[config.mk]
export PLATFORM = sky130hd
export DESIGN_NAME = sc_bitclk_gen
export DESIGN_NICKNAME = d
export VERILOG_FILES = /design/src/rtl/sc_bitclk_pkg.sv /design/src/rtl/sc_prescaler.sv /design/src/rtl/sc_reload_div.sv /design/src/rtl/sc_etu_counter.sv /design/src/rtl/sc_bitclk_gen.sv
export SDC_FILE = /design/constraint.sdc
export NUM_CORES = 1
export LEC_CHECK = 0
export ABC_AREA = 1
export BUFFER_PORTS_ARGS = -buffer_cell sky130_fd_sc_hd__clkbuf_2
export CAP_MARGIN = 20
export CORE_ASPECT_RATIO = 1.5
export CORE_MARGIN = 2
export CORE_UTILIZATION = 54
export DETAILED_ROUTE_END_ITERATION = 7
export GPL_TIMING_DRIVEN = 1
export PLACE_DENSITY = 0.76
export SETUP_SLACK_MARGIN = 0.15
export SLEW_MARGIN = 25
export SYNTH_ARGS = -nofsm -noshare
export SYNTH_HDL_FRONTEND = slang
export SYNTH_HIERARCHICAL = 1
export SYNTH_SLANG_ARGS = --single-unit
export TNS_END_PERCENT = 20
[constraint.sdc]
create_clock -name clk -period 2.65 [get_ports clk]
set_clock_uncertainty 0.15 [all_clocks]
set_input_delay 0.265 -clock clk [delete_from_list [all_inputs] [get_ports clk]]
set_output_delay 0.265 -clock clk [all_outputs]
set_load 0.1 [all_outputs]
[src/rtl/sc_bitclk_pkg.sv]
// Package: shared widths and decode helpers for the smart card bit clock
// generator. Assumes a 2-bit range code and a 2-bit bit-length code.
package sc_bitclk_pkg;

    localparam int DIV_W     = 8;
    localparam int RANGE_W   = 2;
    localparam int ETU_SEL_W = 2;
    localparam int ETU_W     = 9;
    localparam int PRE_W     = 2 * ((1 << RANGE_W) - 1);

    // Configuration fields whose change forces a timing restart.
    typedef struct packed {
        logic [DIV_W-1:0]     div;
        logic [RANGE_W-1:0]   range;
        logic [ETU_SEL_W-1:0] etu;
    } sc_cfg_t;

    // Decode the bit-length code into card clock cycles per bit.
    function automatic logic [ETU_W-1:0] etu_cycles(input logic [ETU_SEL_W-1:0] sel);
        logic [ETU_W-1:0] len;
        case (sel)
            2'b00:   len = ETU_W'(32);
            2'b01:   len = ETU_W'(64);
            2'b10:   len = ETU_W'(372);
            default: len = ETU_W'(256);
        endcase
        return len;
    endfunction

endpackage

[src/rtl/sc_prescaler.sv]
// Module: power-of-four prescaler. It emits an enable every 4^range system
// clocks. Assumes that clear and range changes restart the count from zero.
module sc_prescaler #(
    parameter int RANGE_W = 2,
    parameter int PRE_W   = 6
) (
    input  logic               clk,
    input  logic               rst_n,
    input  logic               clear,
    input  logic [RANGE_W-1:0] range,
    output logic               pre_en
);

    logic [PRE_W-1:0] cnt;
    logic [PRE_W-1:0] term;

    // Terminal count is 4^range - 1, a run of 2*range ones.
    always_comb begin
        term = PRE_W'((32'd1 << (2 * int'(range))) - 32'd1);
    end

    assign pre_en = (cnt == term);

    // Count system clocks and wrap at the terminal value.
    always_ff @(posedge clk) begin
        if (!rst_n || clear) begin
            cnt <= '0;
        end else if (pre_en) begin
            cnt <= '0;
        end else begin
            cnt <= cnt + 1'b1;
        end
    end

endmodule

[src/rtl/sc_reload_div.sv]
// Module: reload divider. It counts prescaler enables and fires a one-cycle
// tick on every (reload+1)-th enable. Assumes a reload value that stays
// stable between clears.
module sc_reload_div #(
    parameter int DIV_W = 8
) (
    input  logic             clk,
    input  logic             rst_n,
    input  logic             clear,
    input  logic             en,
    input  logic [DIV_W-1:0] reload,
    output logic             tick
);

    logic [DIV_W-1:0] cnt;

    assign tick = en && (cnt == reload);

    // Advance on each enable and wrap at the reload value.
    always_ff @(posedge clk) begin
        if (!rst_n || clear) begin
            cnt <= '0;
        end else if (tick) begin
            cnt <= '0;
        end else if (en) begin
            cnt <= cnt + 1'b1;
        end
    end

endmodule

[src/rtl/sc_etu_counter.sv]
// Module: bit period counter. It counts completed card clock cycles and
// emits registered bit-boundary and mid-bit strobes. Assumes an even
// length of at least 2.
module sc_etu_counter #(
    parameter int ETU_W = 9
) (
    input  logic             clk,
    input  logic             rst_n,
    input  logic             clear,
    input  logic             cyc_done,
    input  logic [ETU_W-1:0] len,
    output logic             bit_stb,
    output logic             smp_stb
);

    logic [ETU_W-1:0] cnt;
    logic [ETU_W-1:0] last_idx;
    logic [ETU_W-1:0] mid_idx;
    logic             at_last;
    logic             at_mid;

    // Derive the index of the last cycle and of the mid-bit cycle.
    always_comb begin
        last_idx = len - 1'b1;
        mid_idx  = (len >> 1) - 1'b1;
        at_last  = cyc_done && (cnt == last_idx);
        at_mid   = cyc_done && (cnt == mid_idx);
    end

    // Count card clock cycles within the bit.
    always_ff @(posedge clk) begin
        if (!rst_n || clear) begin
            cnt <= '0;
        end else if (at_last) begin
            cnt <= '0;
        end else if (cyc_done) begin
            cnt <= cnt + 1'b1;
        end
    end

    // Register the strobes so that each lasts one system clock.
    always_ff @(posedge clk) begin
        if (!rst_n || clear) begin
            bit_stb <= 1'b0;
            smp_stb <= 1'b0;
        end else begin
            bit_stb <= at_last;
            smp_stb <= at_mid;
        end
    end

endmodule

[src/rtl/sc_bitclk_gen.sv]
// Module: smart card bit clock generator (top). It chains the prescaler and
// the reload divider into a 50% duty card clock, drives that clock on a pin
// when enabled, and counts card cycles per bit to produce bit-boundary and
// mid-bit strobes. Assumes that all inputs are synchronous to clk.
module sc_bitclk_gen
    import sc_bitclk_pkg::*;
#(
    parameter int DIV_WIDTH   = DIV_W,
    parameter int RANGE_WIDTH = RANGE_W,
    parameter int ESEL_WIDTH  = ETU_SEL_W
) (
    input  logic                   clk,
    input  logic                   rst_n,
    input  logic                   restart,
    input  logic [DIV_WIDTH-1:0]   div_val,
    input  logic [RANGE_WIDTH-1:0] range_sel,
    input  logic [ESEL_WIDTH-1:0]  etu_sel,
    input  logic                   sck_oe,
    output logic                   sck_out,
    output logic                   bit_strobe,
    output logic                   sample_strobe
);

    localparam int PRE_WIDTH = 2 * ((1 << RANGE_WIDTH) - 1);
    localparam int CFG_W     = DIV_WIDTH + RANGE_WIDTH + ESEL_WIDTH;

    logic [CFG_W-1:0] cfg_now;
    logic [CFG_W-1:0] cfg_q;
    logic             cfg_changed;
    logic             clear;
    logic             pre_en;
    logic             half_tick;
    logic             card_ck;
    logic             card_ck_nxt;
    logic             cyc_done;
    logic [ETU_W-1:0] etu_len;
    logic             sck_q;

    assign cfg_now     = {div_val, range_sel, etu_sel};
    assign cfg_changed = (cfg_now != cfg_q);
    assign clear       = restart || cfg_changed;

    // Remember the configuration in force so that edits can be detected.
    always_ff @(posedge clk) begin
        if (!rst_n) begin
            cfg_q <= cfg_now;
        end else begin
            cfg_q <= cfg_now;
        end
    end

    sc_prescaler #(
        .RANGE_W (RANGE_WIDTH),
        .PRE_W   (PRE_WIDTH)
    ) u_pre (
        .clk    (clk),
        .rst_n  (rst_n),
        .clear  (clear),
        .range  (range_sel),
        .pre_en (pre_en)
    );

    sc_reload_div #(
        .DIV_W (DIV_WIDTH)
    ) u_div (
        .clk    (clk),
        .rst_n  (rst_n),
        .clear  (clear),
        .en     (pre_en),
        .reload (div_val),
        .tick   (half_tick)
    );

    // Next card clock level; a full cycle ends on the high-to-low toggle.
    always_comb begin
        card_ck_nxt = half_tick ? ~card_ck : card_ck;
        cyc_done    = half_tick && card_ck;
    end

    // Toggle the card clock on each half-period tick.
    always_ff @(posedge clk) begin
        if (!rst_n || clear) begin
            card_ck <= 1'b0;
        end else begin
            card_ck <= card_ck_nxt;
        end
    end

    // Drive the pin register, forced low while output is disabled.
    always_ff @(posedge clk) begin
        if (!rst_n || clear) begin
            sck_q <= 1'b0;
        end else begin
            sck_q <= sck_oe && card_ck_nxt;
        end
    end

    assign sck_out = sck_q;
    assign etu_len = etu_cycles(etu_sel);

    sc_etu_counter #(
        .ETU_W (ETU_W)
    ) u_etu (
        .clk      (clk),
        .rst_n    (rst_n),
        .clear    (clear),
        .cyc_done (cyc_done),
        .len      (etu_len),
        .bit_stb  (bit_strobe),
        .smp_stb  (sample_strobe)
    );

endmodule

==> results of run 1 <==
==> sequential cells by signal, indices dropped and copies added (netlist names) <==
register       count
cfg_q             12
u_etu/cnt          9
u_div/cnt          8
u_pre/cnt          6
card_ck            1
sck_out            1
u_etu/bit_stb      1
u_etu/smp_stb      1
==> power breakdown <==
part	leakage, nW	total (mW)	switching, mW	internal, mW
sequential	0.322	0.599	0.00448	0.594
clock	0.0412	0.392	0.208	0.184
combinational	1.11	0.181	0.108	0.0725
total	1.47	1.17	0.321	0.851
==> cells by family (layout without fill, tap and decap cells) <==
logic type | Yosys count | count (layout)
simple gates | 234 | 235
xor+xnor | 31 | 31
other cells | 1 | 15
flops | 39 | 39
buf+inv | 76 | 119
compound gates | 10 | 10
fa+ha+maj | 10 | 10
==> final cells by class <==
class                           instances  area (sq um)  area share [%]
Clock inverter                          2          12.5           0.402
Inverter                               74           278            8.92
Sequential cell                        39           791            25.4
Multi-Input combinational cell        301          1620            52.1
Tap cell                               64          80.1            2.57
Clock buffer                            6          72.6            2.33
Timing Repair Buffer                   37           258            8.28
==> cells in the final DEF (no fill, tap or decap), types with 2 or more instances in the layout <==
cell,netlist,routed
a21oi_1,3,2
buf_4,1,9
clkbuf_2,1,18
clkbuf_8,0,5
conb_1,1,15
dfxtp_1,39,33
dfxtp_2,0,5
dlygate4sd3_1,0,10
ha_1,10,9
inv_1,68,64
inv_2,5,9
nand2_1,114,113
nand2_2,5,6
nand2_4,3,4
nand3_1,18,17
nand3_2,5,5
nand4_1,4,4
nor2_1,61,58
nor2_2,18,20
nor2_4,2,3
o21ai_0,5,5
o21ai_1,2,2
xnor2_1,12,12
xor2_1,18,18
==> routing by layer <==
layer | track usage (%) | vias up | part of all wire [%]
met5 | 0 | - | 0
met4 | 11.5 | 0 | 3.4
met3 | 4.24 | 16 | 2.4
met2 | 44.6 | 27 | 57
met1 | 20.9 | 1011 | 37
li1 | - | 1289 | -
==> worst paths after layout <==
| path | end | cells after the start | start | slack, ns |
|---|---|---|---|---|
| worst min-delay path | cfg_q[1] | 1 | etu_sel[1] | 0.01 |
| worst min register to register | u_pre/cnt[0] | 2 | u_pre/cnt[0] | 0.38 |
| worst max-delay path | u_etu/cnt[8] | 19 | u_pre/cnt[0] | 0.31 |
| worst max register to register | u_etu/cnt[8] | 19 | u_pre/cnt[0] | 0.31 |
==> metrics by stage <==
stage          cells  area [sq um]
2_1_floorplan    415          2630
3_3_place_gp     498          2810
3_5_place_dp     498          2810
4_1_cts          516          3010
5_1_grt          523          3110
6_report         523          3110
==> repair_timing <==
item | 4_1_cts | 5_1_grt
endpoints found under the setup margin | 10 | 11
setup buffers | 0 | 6
hold endpoints to repair | 10 | 0
cloned | 0 | 1
hold buffers | 10 | 0
pin swaps | 0 | 13
gates resized for setup | 4 | 19
==> results.sh, run 1 <==
export IMPL_status="finished clean"
export IMPL_crit_buf_inv=4
export IMPL_setup_viol=0
export IMPL_routedWlPerCell_um=10.6
export IMPL_fin_crit_ns=2.34
export IMPL_antennaDiodeCount=0
export IMPL_route_detailed_drc=0
export IMPL_synth_fa_ha_area_share_pct=4.85
export IMPL_synthSimpleGateAreaFrac_pct=40.5
export IMPL_cts_root_buf="clkbuf_8"
export IMPL_powerDensity_nw_per_um2=376
export IMPL_synth_compound_area_share_pct=1.94
export IMPL_seq_area_frac_synth_pct=30.2
export IMPL_synth_most_common_cell="nand2_1"
export IMPL_cp_end_kind="flop"
export IMPL_antenna_found_initial=0
export IMPL_ir_drop_mv=0.360
export IMPL_dieArea_sq_um=5360
export IMPL_criticalPathCategory="reg -> reg"
export IMPL_synth_common_cells="114 x nand2_1, 68 x inv_1, 61 x nor2_1"
export IMPL_initial_utilization_pct=56.4
export IMPL_period_share_pct=88.5
export IMPL_syn_area_sq_um=2580
export IMPL_critPathTopFamily="simple AND/OR/NAND/NOR gates"
export IMPL_ys_warn_count=6
export IMPL_clk_pin_slew_worst_paths_ns=0.08
export IMPL_max_cap_violations=0
export IMPL_synth_edf_count=0
export IMPL_die_x_um=60.5
export IMPL_whs_ns=0.0116
export IMPL_drt_total_wl_um=5540
export IMPL_timing_fmax_mhz=427
export IMPL_drive_gt1_share_pct=19.8
export IMPL_core_area_sq_um=4580
export IMPL_crit_required_ns=2.70
export IMPL_fillers=439
export IMPL_crit_path_start_kind="flop"
export IMPL_die_y_um=88.7
export IMPL_synth_top_family_by_area="simple AND/OR/NAND/NOR gates"
export IMPL_synth_largest_area_cell="dfxtp_1"
export IMPL_ys_seq_elements=39
export IMPL_fin_ws_ns=0.306
export IMPL_grt_remaining_overflow=0
export IMPL_h_tree_depth=2
export IMPL_rsz0062_at_grt="false"
export IMPL_grt_max_degree=13
export IMPL_ys_flop_type="dfxtp_1"
export IMPL_cp_cell_sequence="nand2_2 > inv_1 > nand2_1 > nand2_1 > nand3_2 > inv_2 > inv_2 > a21oi_2 > nand2_1 > nor2_2 > nand3_2 > inv_2 > ha_4 > nand2_2 > nor2_4 > nand4_1 > nor2_2 > xnor2_1 > nor2_1"
export IMPL_worst_pin_slew_ns=0.538
export IMPL_grt_pass1_wl_um=8980
export IMPL_finish_utilization_pct=68.0
export IMPL_finalSetupTns_ns=0
export IMPL_ys_types=26
export IMPL_pin_count=19
export IMPL_fin_nets=484
export IMPL_cpMaxStageDelayCell="dfxtp_2"
export IMPL_critPathMaxStageDelay_ns=0.36
export IMPL_hpwl_um=4150
export IMPL_grt_pass1_vias=2222
export IMPL_synth_top_area_share_pct=30.2
export IMPL_clk_path_buf_depth=2
export IMPL_arrival_ns=2.39
export IMPL_path_max_fanout=5
export IMPL_antenna_left=0
export IMPL_total_leakage_power_nw=1.47
export IMPL_place_congestion=0.922
export IMPL_dr_pass1_iters=4
export IMPL_hp_class="in -> reg"
export IMPL_clk_latency_ns=0.30
export IMPL_place_worst_setup_slack_ns=0.0692
export IMPL_relSlewSlack_pct=64.3
export IMPL_cts_buffers=5
export IMPL_track_usage_pct=22.6
export IMPL_power_mw=1.17
export IMPL_syn_inst=401
export IMPL_synthMuxAreaShare_pct=0
export IMPL_synthArstFlopShare_pct=0
export IMPL_drt_iter0_markers=103
export IMPL_num_vias=2343
export IMPL_cts_tree="yes"
export IMPL_num_rows=30
export IMPL_ys_top_cells_by_area="dfxtp_1 30%, nand2_1 17%, inv_1 9.9%, nor2_1 8.9%, xor2_1 6.1%"
export IMPL_synth_xor_area_share_pct=11.1
export IMPL_syn2layout_area_growth_pct=20.6
export IMPL_portBuffers=18
export IMPL_hold_viol=0
export IMPL_syn_area_per_cell_sq_um=6.44
export IMPL_routed_via_density=4.48
export IMPL_final_max_slew_viol_count=0
export IMPL_clock_sinks=39
(Power assumes the default switching activity.)
==> run 2, diff against run 1 <==
--- a/config.mk
+++ b/config.mk
@@ -6,14 +6,14 @@
 export NUM_CORES = 1
 export LEC_CHECK = 0
 export ABC_AREA = 1
-export BUFFER_PORTS_ARGS = -buffer_cell sky130_fd_sc_hd__clkbuf_2
 export CAP_MARGIN = 20
 export CORE_ASPECT_RATIO = 1.5
 export CORE_MARGIN = 2
-export CORE_UTILIZATION = 54
+export CORE_UTILIZATION = 57
 export DETAILED_ROUTE_END_ITERATION = 7
+export DONT_BUFFER_PORTS = 1
 export GPL_TIMING_DRIVEN = 1
-export PLACE_DENSITY = 0.76
+export PLACE_DENSITY = 0.75
 export SETUP_SLACK_MARGIN = 0.15
 export SLEW_MARGIN = 25
 export SYNTH_ARGS = -nofsm -noshare
==> results.sh, run 2 (synthesis results as in run 1) <==
export IMPL_num_rows=30
export IMPL_top_register="cfg_q"
export IMPL_rsz0062_at_grt="true"
export IMPL_routed_via_density=4.73
export IMPL_core_area_sq_um=4430
export IMPL_crit_required_ns=2.69
export IMPL_final_max_slew_viol_count=0
export IMPL_path_max_fanout=5
export IMPL_grt_pass1_vias=2083
export IMPL_syn2layout_area_growth_pct=20.7
export IMPL_status="finished clean"
export IMPL_crit_path_start_kind="flop"
export IMPL_initial_utilization_pct=58.3
export IMPL_grt_remaining_overflow=0
export IMPL_cp_end_kind="flop"
export IMPL_relSlewSlack_pct=37.3
export IMPL_antenna_left=0
export IMPL_hpwl_um=3990
export IMPL_layout_common_cells="109 x nand2_1, 63 x inv_1, 54 x nor2_1, 34 x dfxtp_1, 22 x nor2_2"
export IMPL_critPathMaxStageDelay_ns=0.36
export IMPL_clk_latency_ns=0.29
export IMPL_drt_iter0_markers=94
export IMPL_routedWlPerCell_um=11.1
export IMPL_cpMostUsedCell="inv_2"
export IMPL_setup_viol=0
export IMPL_die_y_um=86.4
export IMPL_clk_path_buf_depth=2
export IMPL_crit_buf_inv=5
export IMPL_dr_pass1_iters=4
export IMPL_cpMaxStageDelayCell="dfxtp_2"
export IMPL_cts_buffers=5
export IMPL_critPathTopFamily="simple AND/OR/NAND/NOR gates"
export IMPL_dieArea_sq_um=5090
export IMPL_drt_total_wl_um=5470
export IMPL_arrival_ns=2.57
export IMPL_antennaDiodeCount=0
export IMPL_die_x_um=58.9
export IMPL_hold_viol=0
export IMPL_grt_max_degree=13
export IMPL_grt_pass1_wl_um=8490
export IMPL_largest_reg_flops=12
export IMPL_clk_pin_slew_worst_paths_ns=0.08
export IMPL_cts_tree="yes"
export IMPL_portBuffers=0
export IMPL_drive_gt1_share_pct=18.4
export IMPL_cp_cell_sequence="nand2_2 > inv_2 > nand2_2 > nand2_2 > nand3_4 > inv_2 > inv_2 > a21oi_2 > nand2_1 > nor2_2 > nand3_2 > inv_2 > ha_4 > buf_6 > nand3_2 > nor2_1 > nand2_1 > nor2_1 > nand3_2 > nand2_4 > nor2_2"
export IMPL_fin_crit_ns=2.53
export IMPL_track_usage_pct=21.9
export IMPL_pin_count=19
export IMPL_place_congestion=0.918
export IMPL_worst_pin_slew_ns=0.940
export IMPL_largestRegisters="cfg_q (12), u_etu/cnt (9), u_div/cnt (8)"
export IMPL_ir_drop_mv=0.411
export IMPL_num_vias=2338
export IMPL_route_detailed_drc=0
export IMPL_fin_ws_ns=0.117
export IMPL_postPlaceCellArea_sq_um=2700
export IMPL_fin_nets=471
export IMPL_finish_utilization_pct=70.4
export IMPL_powerDensity_nw_per_um2=408
export IMPL_antenna_found_initial=0
export IMPL_place_worst_setup_slack_ns=0.0702
export IMPL_clock_sinks=39
export IMPL_hp_class="in -> reg"
export IMPL_total_leakage_power_nw=1.44
export IMPL_h_tree_depth=2
export IMPL_timing_fmax_mhz=395
export IMPL_mostFrequentLayoutCell="nand2_1"
export IMPL_max_cap_violations=0
export IMPL_criticalPathCategory="reg -> reg"
export IMPL_period_share_pct=95.6
export IMPL_cts_root_buf="clkbuf_8"
export IMPL_postLayoutCellArea_sq_um=3120
## run 2: changes by cell type in the layout (fill, tap and decap cells not counted), moves of 2 or more
cell	before	now
clkbuf_2	18	0
dlygate4sd3_1	10	15
nand2_1	113	109
nor2_2	20	22
nor2_4	3	5
nand2_2	6	10
nor2_1	58	54
## run 2: worst paths after layout
path	endpoint	depth (start not counted)	start	slack, ns
max	u_etu/cnt[3]	21	u_pre/cnt[0]	0.12
min	u_etu/bit_stb	4	rst_n	0.09
max reg2reg	u_etu/cnt[3]	21	u_pre/cnt[0]	0.12
min reg2reg	u_pre/cnt[0]	2	u_pre/cnt[0]	0.40
## run 2: metrics by stage
stage          std cells  hold WS [ns]  power (mW)  setup TNS (ns)
2_1_floorplan        415         0.143       0.731               0
3_3_place_gp         464         0.143       0.753               0
6_report             494        0.0888        1.27               0
5_1_grt              494         0.116        1.33          -0.250
3_5_place_dp         464         0.143       0.755               0
4_1_cts              488         0.113        1.28               0
## run 2: what timing repair did
action                     4_1_cts  5_1_grt
hold endpoints to repair        14        0
setup buffers                    0        6
hold buffers                    15        0
pin swaps                        3       17
setup endpoints to repair       10       12
cloned                           1        0
resized for setup                8       25
## run 2: routing by layer
layer | vias up | part of all wire [%] | GRT usage (%)
li1 | 1260 | - | -
met1 | 1037 | 38 | 20.3
met2 | 28 | 58 | 43.0
met3 | 13 | 1.8 | 3.58
met4 | 0 | 2.5 | 11.6
met5 | - | 0 | 0
## run 2: cell type report
type | instances | area (sq um)
clock buffers | 6 | 82.6
clock inverters | 2 | 35.0
fillers | 373 | 1310
inverters | 74 | 278
multi-input cells | 301 | 1650
flip-flops and latches | 39 | 787
well taps | 48 | 60.1
repair buffers | 24 | 221
## run 2: worst reg2reg max path, stage by stage (launching register included)
cell and delay, ns:
dfxtp_2 0.36, nand2_2 0.08, inv_2 0.05, nand2_2 0.05, nand2_2 0.09, nand3_4 0.08
inv_2 0.06, inv_2 0.04, a21oi_2 0.09, nand2_1 0.07, nor2_2 0.11, nand3_2 0.12
inv_2 0.09, ha_4 0.15, buf_6 0.10, nand3_2 0.05, nor2_1 0.10, nand2_1 0.05
nor2_1 0.12, nand3_2 0.16, nand2_4 0.19, nor2_2 0.06
## run 2: power breakdown
group          internal (mW)  switching [mW]
combinational         0.0702          0.0955
clock                  0.305           0.201
sequential             0.595         0.00455
total                  0.970           0.301
